**config.mk**
```make
export PLATFORM = sky130hd
export DESIGN_NAME = usbrx_top
export DESIGN_NICKNAME = d
export VERILOG_FILES = /design/src/rtl/usbrx_pkg.sv /design/src/rtl/usbrx_sync.sv /design/src/rtl/usbrx_dpll.sv /design/src/rtl/usbrx_decoder.sv /design/src/rtl/usbrx_top.sv
export SDC_FILE = /design/constraint.sdc
export NUM_CORES = 1
export LEC_CHECK = 0
export BUFFER_PORTS_ARGS = -buffer_cell sky130_fd_sc_hd__buf_2
export CAP_MARGIN = 20
export CORE_MARGIN = 1.5
export CORE_UTILIZATION = 63
export CTS_CLUSTER_SIZE = 8
export DETAILED_ROUTE_END_ITERATION = 16
export HOLD_SLACK_MARGIN = 0.1
export PLACE_DENSITY = 0.95
export REMOVE_ABC_BUFFERS = 1
export SLEW_MARGIN = 20
export SYNTH_ARGS = -nofsm -noshare
export SYNTH_HDL_FRONTEND = slang
export SYNTH_HIERARCHICAL = 1
export SYNTH_SLANG_ARGS = --single-unit
```
**constraint.sdc**
```tcl
create_clock -name clk -period 5 [get_ports clk]
set_input_delay 0.75 -clock clk [delete_from_list [all_inputs] [get_ports clk]]
set_output_delay 0.75 -clock clk [all_outputs]
set_load 0.01 [all_outputs]
```
**src/rtl/usbrx_pkg.sv**
```systemverilog
`timescale 1ns/1ps
// Shared types for the low-speed USB receiver.
package usbrx_pkg;

    // Completion codes reported with rx_done.
    typedef enum logic [1:0] {
        RX_OK        = 2'd0,
        RX_OVERFLOW  = 2'd1,
        RX_STUFF_ERR = 2'd2,
        RX_TIMEOUT   = 2'd3
    } rx_status_t;

    // Receiver control states.
    typedef enum logic [2:0] {
        ST_IDLE,
        ST_HUNT,
        ST_SYNC,
        ST_RECV,
        ST_DRAIN
    } rx_state_t;

    // Synchronized line pair; dm is the low bit.
    typedef struct packed {
        logic dp;
        logic dm;
    } line_t;

endpackage

```
**src/rtl/usbrx_sync.sv**
```systemverilog
`timescale 1ns/1ps
// Multi-stage synchronizer for asynchronous line inputs.
// Assumes inputs are slow relative to clk (at least several clocks per level).
module usbrx_sync #(
    parameter int WIDTH  = 2,
    parameter int STAGES = 2,
    parameter logic [WIDTH-1:0] RESET_VAL = '0
) (
    input  logic             clk,
    input  logic             rst_n,
    input  logic [WIDTH-1:0] d_in,
    output logic [WIDTH-1:0] d_out
);
    logic [WIDTH-1:0] stage [STAGES];

    // Shift the raw inputs through the register chain.
    always_ff @(posedge clk) begin
        if (!rst_n) begin
            for (int i = 0; i < STAGES; i++) stage[i] <= RESET_VAL;
        end else begin
            stage[0] <= d_in;
            for (int i = 1; i < STAGES; i++) stage[i] <= stage[i-1];
        end
    end

    assign d_out = stage[STAGES-1];
endmodule

```
**src/rtl/usbrx_dpll.sv**
```systemverilog
`timescale 1ns/1ps
// Bit-timing recovery: a phase counter that restarts on every D- transition
// and raises a sample strobe near the middle of each bit. Also flags J-to-K
// edges for sync search. Assumes OVS local clocks per bit, OVS >= 4.
module usbrx_dpll
    import usbrx_pkg::*;
#(
    parameter int OVS = 8
) (
    input  logic  clk,
    input  logic  rst_n,
    input  line_t line,
    output logic  strobe,
    output logic  jk_edge
);
    localparam int PW = $clog2(OVS);
    localparam logic [PW-1:0] SAMPLE_AT = PW'(OVS / 2 - 1);
    localparam logic [PW-1:0] LAST      = PW'(OVS - 1);

    logic          dm_q;
    logic [PW-1:0] phase;
    logic          dm_edge;

    assign dm_edge = line.dm ^ dm_q;

    // Track previous D- level and advance or restart the bit phase.
    always_ff @(posedge clk) begin
        if (!rst_n) begin
            dm_q  <= 1'b1;
            phase <= '0;
        end else begin
            dm_q <= line.dm;
            if (dm_edge)            phase <= '0;
            else if (phase == LAST) phase <= '0;
            else                    phase <= phase + 1'b1;
        end
    end

    assign strobe  = (phase == SAMPLE_AT) && !dm_edge;
    assign jk_edge = dm_q && !line.dm && line.dp;
endmodule

```
**src/rtl/usbrx_decoder.sv**
```systemverilog
`timescale 1ns/1ps
// Packet control: sync qualification with timeout, NRZI decode, stuffed-bit
// removal, byte assembly, byte-limit check and end-of-packet reporting.
// Assumes strobe marks one bit centre per bit and line is synchronized.
module usbrx_decoder
    import usbrx_pkg::*;
#(
    parameter int LIMIT_W      = 8,
    parameter int SYNC_TIMEOUT = 128
) (
    input  logic               clk,
    input  logic               rst_n,
    input  logic               strobe,
    input  logic               jk_edge,
    input  line_t              line,
    input  logic [LIMIT_W-1:0] byte_limit,
    output logic [7:0]         data,
    output logic               valid,
    output logic               done,
    output rx_status_t         status,
    output logic               active
);
    localparam int TW = $clog2(SYNC_TIMEOUT + 1);
    localparam logic [TW-1:0] TMO_LAST = TW'(SYNC_TIMEOUT - 1);
    localparam logic [2:0] RUN_MAX = 3'd6;

    rx_state_t          state;
    logic               k_seen;
    logic [TW-1:0]      tmo;
    logic               prev_dm;
    logic [2:0]         ones;
    logic [2:0]         bitcnt;
    logic [7:0]         shreg;
    logic [LIMIT_W-1:0] nbytes;

    logic       is_k, is_se0, nrzi_bit;
    logic [7:0] next_byte;

    assign is_k      = line.dp & ~line.dm;
    assign is_se0    = ~line.dp & ~line.dm;
    assign nrzi_bit  = (line.dm == prev_dm);
    assign next_byte = {nrzi_bit, shreg[7:1]};
    assign active    = (state == ST_RECV);

    // Main receive sequencer.
    always_ff @(posedge clk) begin
        if (!rst_n) begin
            state   <= ST_IDLE;
            k_seen  <= 1'b0;
            tmo     <= '0;
            prev_dm <= 1'b1;
            ones    <= '0;
            bitcnt  <= '0;
            shreg   <= '0;
            nbytes  <= '0;
            data    <= '0;
            valid   <= 1'b0;
            done    <= 1'b0;
            status  <= RX_OK;
        end else begin
            valid <= 1'b0;
            done  <= 1'b0;
            unique case (state)
                ST_IDLE: begin
                    if (jk_edge) begin
                        state  <= ST_SYNC;
                        k_seen <= 1'b0;
                        tmo    <= '0;
                    end
                end
                ST_HUNT, ST_SYNC: begin
                    tmo <= tmo + 1'b1;
                    if (tmo == TMO_LAST) begin
                        done   <= 1'b1;
                        status <= RX_TIMEOUT;
                        state  <= ST_IDLE;
                    end else if (state == ST_HUNT) begin
                        if (jk_edge) begin
                            state  <= ST_SYNC;
                            k_seen <= 1'b0;
                        end
                    end else if (strobe) begin
                        if (!is_k) begin
                            state <= ST_HUNT;
                        end else if (k_seen) begin
                            state   <= ST_RECV;
                            prev_dm <= 1'b0;
                            ones    <= 3'd1;
                            bitcnt  <= '0;
                            nbytes  <= '0;
                        end else begin
                            k_seen <= 1'b1;
                        end
                    end
                end
                ST_RECV: begin
                    if (strobe) begin
                        if (is_se0) begin
                            done   <= 1'b1;
                            status <= RX_OK;
                            state  <= ST_IDLE;
                        end else begin
                            prev_dm <= line.dm;
                            if (ones == RUN_MAX) begin
                                if (nrzi_bit) begin
                                    done   <= 1'b1;
                                    status <= RX_STUFF_ERR;
                                    state  <= ST_DRAIN;
                                end else begin
                                    ones <= '0;
                                end
                            end else begin
                                shreg  <= next_byte;
                                ones   <= nrzi_bit ? ones + 3'd1 : 3'd0;
                                bitcnt <= bitcnt + 3'd1;
                                if (bitcnt == 3'd7) begin
                                    if (nbytes == byte_limit) begin
                                        done   <= 1'b1;
                                        status <= RX_OVERFLOW;
                                        state  <= ST_DRAIN;
                                    end else begin
                                        valid  <= 1'b1;
                                        data   <= next_byte;
                                        nbytes <= nbytes + 1'b1;
                                    end
                                end
                            end
                        end
                    end
                end
                ST_DRAIN: begin
                    if (strobe && is_se0) state <= ST_IDLE;
                end
                default: state <= ST_IDLE;
            endcase
        end
    end
endmodule

```
**src/rtl/usbrx_top.sv**
```systemverilog
`timescale 1ns/1ps
// Low-speed USB receiver top: synchronizer, bit-timing recovery and decoder.
// Assumes clk runs near OVS times the line bit rate.
module usbrx_top
    import usbrx_pkg::*;
#(
    parameter int OVS          = 8,
    parameter int SYNC_STAGES  = 2,
    parameter int SYNC_TIMEOUT = 128,
    parameter int LIMIT_W      = 8
) (
    input  logic               clk,
    input  logic               rst_n,
    input  logic               line_dp,
    input  logic               line_dm,
    input  logic [LIMIT_W-1:0] byte_limit,
    output logic [7:0]         rx_data,
    output logic               rx_valid,
    output logic               rx_done,
    output logic [1:0]         rx_status,
    output logic               rx_active
);
    logic [1:0] sync_q;
    line_t      s_line;
    logic       strobe, jk_edge;
    rx_status_t status;

    usbrx_sync #(.WIDTH(2), .STAGES(SYNC_STAGES), .RESET_VAL(2'b01)) u_sync (
        .clk(clk), .rst_n(rst_n), .d_in({line_dp, line_dm}), .d_out(sync_q)
    );

    assign s_line = sync_q;

    usbrx_dpll #(.OVS(OVS)) u_dpll (
        .clk(clk), .rst_n(rst_n), .line(s_line), .strobe(strobe), .jk_edge(jk_edge)
    );

    usbrx_decoder #(.LIMIT_W(LIMIT_W), .SYNC_TIMEOUT(SYNC_TIMEOUT)) u_dec (
        .clk(clk), .rst_n(rst_n), .strobe(strobe), .jk_edge(jk_edge), .line(s_line),
        .byte_limit(byte_limit), .data(rx_data), .valid(rx_valid), .done(rx_done),
        .status(status), .active(rx_active)
    );

    assign rx_status = status;
endmodule

```
==> results_dict.tcl, run 1 <==
set metrics [dict create \
    cp-end-kind "register" \
    io_pins 25 \
    instances_no_fill 359 \
    cts-root-buf "clkbuf_8" \
    reg2regPathDepth 7 \
    setup_ws_ns 1.96 \
    cts_resized 0 \
    drive_above_1_share_pct 15.5 \
    grt_pass1_wl_um 8650 \
    clock-sinks 54 \
    track_usage_pct 24.9 \
    synth_cell_type_count 58 \
    worstPathArrival_ns 3.21 \
    nFillCells 296 \
    syn_avg_cell_area_um2 9.31 \
    power_mw 0.729 \
    first_iter_violations 142 \
    synth_fa_ha_area_share_pct 4.65 \
    first_pass_iters 5 \
    place_ws_ns 2.03 \
    min_path_cells 1 \
    multi_input_area_um2 1520 \
    slew-limit-headroom_pct 31.1 \
    drv_slew 0 \
    drv_cap 0 \
    synth_warnings 6 \
    areaGrowthSynthToFinish_pct 7.95 \
    overflow 0 \
    via_per_inst 6.07 \
    yosysTopAreaCell "dfxtp_1" \
    vdd_ir_drop_max_uv 184 \
    cts_hold_buf 0 \
    synth_compound_area_share_pct 16.8 \
    hold_path_end "u_sync/stage[0][2]" \
    nNetsFinal 330 \
    worst-slew-pin-transition_ns 1.03 \
    core_um2 4060 \
    syn-cell-area_um2 2690 \
    syn_inst 289 \
    synthMuxAreaShare_pct 6.69 \
    cts_max_level 2 \
    ys_seq_area_share_pct 40.2 \
    antenna_found_initial 0 \
    r2r_slack_ns 1.96 \
    drt-total-wl_um 5330 \
    reg2reg_from "u_sync/stage[0][2]" \
    cts_buffers 5 \
    grt_start_max_net_pins 31 \
    status "complete, no violations" \
    hp-start "u_sync/stage[0][0]" \
    setup_viol 0 \
    synth_xor_area_share_pct 4.56 \
    rows 23 \
    max_freq_ghz 0.329 \
    cts_tree "built" \
    fin_crit_ns 3.04 \
    path_class "reg -> reg" \
    synth_area_leaders "dfxtp_1 40%, mux2i_1 6.7%, ha_1 4.6%" \
    seqCellArea_um2 1080 \
    synthFlopType "dfxtp_1" \
    r2r-end "u_dec/data[5]" \
    start_util_pct 66.3 \
    tns_ns 0 \
    dieArea_um2 4670 \
    synth_top_family_by_area "simple AND/OR/NAND/NOR gates" \
    hpwl_um 3670 \
    chipWidth_um 68.4 \
    cts_setup_buffers 0 \
    p_per_area_nw_per_um2 251 \
    dp_cells 351 \
    ant_nets 0 \
    start_kind "register" \
    grt_pass1_vias 1955 \
    wire_per_inst_um 14.8 \
    vias 2179 \
    clk_latency_ns 0.32 \
    diodes 0 \
    io_buffer_count 24 \
    die_height_um 68.4 \
    synthArstFlopShare_pct 0 \
    path_clk_slew_ns 0.10 \
    ys_ff_latch 54 \
    rsz0062_at_grt "no" \
    p_leak_nw 1.12 \
    critPathRequiredTime_ns 5.18 \
    fin_worst_skew_ns 0.00901 \
    synth_edf_count 0 \
    clockBufferDepth 2 \
    hold_path.class "reg -> reg" \
    yosys.area_share.simple_pct 23.5 \
    hold_viol 0 \
    synth_top_area_share_pct 40.2 \
    hold_ws_ns 0.413 \
    drcViolationCount 0 \
    path_max_fanout 11 \
    fin_crit_sh_pct 60.7 \
    gp_congestion 0.857 \
]
==> cells by family (layout without fill, tap and decap cells) <==
kind of cell,Yosys count,count (layout)
AO/OA/AOI/OAI,62,62
XOR/XNOR,14,14
adder cells (fa/ha/maj),10,10
buffers and inverters,20,40
flip-flops,54,54
multiplexers,18,18
AND/OR/NAND/NOR,111,111
==> critical path, cell delays in order (launching register included) <==
cell and delay (ns):
dfxtp_1 0.52, inv_1 0.09, ha_1 0.33, and2_1 0.42
nand4b_1 0.26, a211oi_2 0.86, mux2i_1 0.31, nor2_1 0.07
==> registers in the layout, summed over array words and instances, names as in the netlist, 2 cells and up <==
signal	cells
u_dec/tmo	8
u_dec/state	3
u_dec/data	8
u_sync/stage	4
u_dec/nbytes	8
u_dpll/phase	3
u_dec/status	2
u_dec/shreg	7
u_dec/bitcnt	3
u_dec/ones	3
==> cell usage in the layout (no fill, tap or decap), types with 2 or more instances in the layout <==
master,instances
xor2_1,10
mux2i_1,18
nand2_2,2
o22ai_1,2
xnor2_1,4
nor4_1,2
nor3_1,5
and4bb_1,2
a21o_1,2
a31oi_1,4
nor2_1,32
o41ai_1,2
inv_1,6
inv_2,2
nand3_1,7
buf_2,24
or4_1,2
and3_1,4
nand2b_1,9
and2_1,7
clkbuf_8,5
o21ai_0,11
nand4b_1,2
dfxtp_1,54
nand2_1,20
nand2b_4,2
o311ai_1,2
a211oi_1,4
ha_1,10
or3_1,2
o21a_1,3
a21oi_1,13
nand4_1,2
and4b_1,2
inv_6,3
nor2b_1,2
o31ai_1,5
==> metrics by stage <==
| stage | util (%) | cell area, um2 |
|---|---|---|
| 2_1_floorplan | - | 2620 |
| 3_3_place_gp | 69.3 | 2810 |
| 3_5_place_dp | 69.3 | 2810 |
| 4_1_cts | 71.6 | 2910 |
| 5_1_grt | 71.6 | 2910 |
| 6_report | 71.6 | 2910 |
==> power breakdown <==
| group | switching (mW) | internal [mW] | leakage [nW] |
|---|---|---|---|
| registers | 0.00280 | 0.434 | 0.436 |
| clock network | 0.156 | 0.104 | 0.0495 |
| logic | 0.0198 | 0.0124 | 0.629 |
| total | 0.179 | 0.550 | 1.12 |
==> synthesized netlist by cell type, drive strengths merged, types with 5 or more instances <==
cell	n
inv	8
nand3	8
a211oi	6
nor3	5
nand2	22
nand2b	11
dfxtp	54
and2	8
ha	10
buf	8
a21oi	13
nor2	33
xor2	10
mux2i	18
o31ai	5
a31oi	5
o21ai	11
==> routing by layer <==
metal | up-vias | GRT usage (%) | part of all wire [%]
met5 | - | 0 | 0
met4 | 0 | 10.0 | 1.8
met3 | 11 | 6.91 | 5.2
met2 | 67 | 41.0 | 50
met1 | 1027 | 30.5 | 43
li1 | 1074 | - | -
==> cell type report <==
type	count	area share (%)
Clock inverter	3	0.904
Tap cell	50	2.15
Multi-Input combinational cell	215	52.2
Timing Repair Buffer	24	4.13
Clock buffer	5	2.37
Inverter	8	1.03
Sequential cell	54	37.2
==> worst max path at each step <==
stage / endpoint / slack (ns) / from
floorplan: u_dec/data[0] / 2.16 / u_sync/stage[0][2]
global placement: u_dec/data[6] / 2.23 / u_sync/stage[0][2]
detailed placement: u_dec/data[5] / 2.03 / u_sync/stage[0][2]
CTS: u_dec/data[5] / 1.99 / u_sync/stage[0][2]
global route: u_dec/data[7] / 1.77 / u_sync/stage[0][2]
finish: u_dec/data[5] / 1.96 / u_sync/stage[0][2]
Note: power is estimated with default switching activity, not from simulation.
==> run 2: changes to the inputs <==
--- a/config.mk
+++ b/config.mk
@@ -8,11 +8,11 @@
 export BUFFER_PORTS_ARGS = -buffer_cell sky130_fd_sc_hd__buf_2
 export CAP_MARGIN = 20
 export CORE_MARGIN = 1.5
-export CORE_UTILIZATION = 63
+export CORE_UTILIZATION = 59
 export CTS_CLUSTER_SIZE = 8
 export DETAILED_ROUTE_END_ITERATION = 16
 export HOLD_SLACK_MARGIN = 0.1
-export PLACE_DENSITY = 0.95
+export PLACE_DENSITY = 0.9
 export REMOVE_ABC_BUFFERS = 1
 export SLEW_MARGIN = 20
 export SYNTH_ARGS = -nofsm -noshare
==> constraint.sdc (replaced) <==
create_clock -name clk -period 3 [get_ports clk]
set_input_delay 0.45 -clock clk [delete_from_list [all_inputs] [get_ports clk]]
set_output_delay 0.45 -clock clk [all_outputs]
set_load 0.01 [all_outputs]
==> run 2 against run 1 <==
Clock skew rose by 0.0025 ns. Combinational power rose by 70%. Flip-flop and latch count did not move. Count of clock-buffer cells in the layout did not move. Critical path type unchanged. Largest power group unchanged.
==> results_dict.tcl, run 2 (synthesis gave the netlist of run 1 again) <==
set metrics [dict create \
    drcViolationCount 0 \
    cts_resized 0 \
    fin_crit_ns 2.70 \
    reg_top3 "u_dec/data (8), u_dec/nbytes (8), u_dec/tmo (8)" \
    final_util_pct 67.0 \
    clockBufferDepth 2 \
    grt_pass1_wl_um 9160 \
    overflow 0 \
    cp_cell_sequence "inv_1 -> ha_1 -> and2_1 -> nand3b_4 -> a211oi_4 -> nand3_1 -> buf_4 -> nor3b_1 -> mux2i_1" \
    path_max_fanout 11 \
    cpPeakStageDelay_ns 0.51 \
    r2r_slack_ns 0.30 \
    critPathTopFamily "simple AND/OR/NAND/NOR gates" \
    grtUsageMet1_pct 28.3 \
    drv_cap 0 \
    track_usage_pct 22.5 \
    nNetsFinal 334 \
    cts_buffers 5 \
    combPwrFrac_pct 4.5 \
    chipWidth_um 70.5 \
    slew-limit-headroom_pct 50.6 \
    fin_area_um2 2940 \
    ant_nets 0 \
    postPlaceCellArea_um2 2840 \
    io_pins 25 \
    path_class "reg -> reg" \
    layout_common_cells "54 x dfxtp_1, 32 x nor2_1, 24 x buf_2" \
    power_frac_seq_pct 60.5 \
    rows 24 \
    fin_worst_skew_ns 0.0115 \
    dieArea_um2 4980 \
    start_kind "register" \
    vias 2207 \
    p_switching_mw 0.286 \
    rsz0062_at_grt "no" \
    critPathRequiredTime_ns 3.25 \
    drt-total-wl_um 5250 \
    worst-slew-pin-transition_ns 0.734 \
    power_mw 1.20 \
    clk_latency_ns 0.32 \
    p_int_mw 0.916 \
    start_util_pct 61.4 \
    io_buffer_count 24 \
    grt_start_max_net_pins 20 \
    core_um2 4380 \
    cts_max_level 2 \
    switching_share_pct 23.8 \
    wire_per_inst_um 14.4 \
    first_pass_iters 5 \
    grt_util_met2_pct 38.7 \
    critical_path_buf_inv_count 2 \
    hold_viol 0 \
    vdd_ir_drop_max_uv 309 \
    max_freq_ghz 0.370 \
    first_iter_violations 196 \
    drv_slew 0 \
    cp-end-kind "register" \
    hpwl_um 3760 \
    fin_crit_sh_pct 90.2 \
    status "complete, no violations" \
    met3_usage_pct 4.99 \
    crit_slowest_cell "dfxtp_1" \
    cts_tree "built" \
    areaGrowthSynthToFinish_pct 9.16 \
    hold_path.class "in -> reg" \
    tns_ns 0 \
    via_per_inst 6.05 \
    path_clk_slew_ns 0.10 \
    grt_busiest_layer "met2" \
    antenna_found_initial 0 \
    cts-root-buf "clkbuf_8" \
    gp_congestion 0.884 \
    cts_setup_buffers 0 \
    p_per_area_nw_per_um2 409 \
    clock-sinks 54 \
    final_common_cell "dfxtp_1" \
    cts_hold_buf 0 \
    drive_above_1_share_pct 16.6 \
    diodes 0 \
    nFillCells 328 \
    p_leak_nw 1.13 \
    die_height_um 70.5 \
    worstPathArrival_ns 2.96 \
    grt_pass1_vias 2077 \
    setup_viol 0 \
    clkPwrFrac_pct 35.0 \
]
## run 2: cell count changes in the layout (fill, tap and decap cells not counted), sizes merged
cell    previous run  this run
buf               24        28
clkinv             0         1
inv               11        10
## run 2: layout make-up
| type | instances | area, um2 | share of cell area (%) |
|---|---|---|---|
| multi-input cells | 215 | 1520 | 51.6 |
| flip-flops and latches | 54 | 1080 | 36.8 |
| repair buffers | 28 | 150 | 5.11 |
| clock buffers | 5 | 68.8 | 2.34 |
| well taps | 52 | 65.1 | 2.21 |
| inverters | 8 | 30.0 | 1.02 |
| clock inverters | 3 | 26.3 | 0.894 |
## run 2: worst reg2reg max path: cells and delay by family (launching register included)
kind / cells / cell delay (ns)
buffers and inverters: 2 / 0.29
AO/OA/AOI/OAI: 1 / 0.34
AND/OR/NAND/NOR: 4 / 0.97
flip-flops: 1 / 0.51
multiplexers: 1 / 0.21
adder cells (fa/ha/maj): 1 / 0.31
## run 2: power by group through the flow
stage                     combinational, mW  sequential, mW  clock (mW)
after floorplan                      0.0329           0.743           0
after global placement               0.0518           0.744           0
after detailed placement             0.0540           0.744           0
after CTS                            0.0542           0.727       0.430
after global routing                 0.0601           0.729       0.458
final                                0.0546           0.727       0.421
## run 2: worst paths after layout
kind,end,cells past startpoint,start
worst min register to register,u_sync/stage[0][2],1,u_sync/stage[0][0]
worst max-delay path,u_dec/nbytes[2],9,u_sync/stage[0][2]
worst max register to register,u_dec/nbytes[2],9,u_sync/stage[0][2]
worst min-delay path,u_sync/stage[0][0],2,line_dm
## run 2: layer usage
layer	part of all wire [%]	vias up
li1	-	1081
met1	45	1030
met2	48	83
met3	5.3	13
met4	1.7	0
met5	0	-
## run 2: per-stage QoR
stage | hold slack (ns) | setup slack [ns] | cells
floorplan | 0.386 | 0.157 | 277
global placement | 0.392 | 0.479 | 357
detailed placement | 0.398 | 0.342 | 357
CTS | 0.309 | 0.308 | 365
global route | 0.305 | 0.0203 | 365
finish | 0.309 | 0.295 | 365
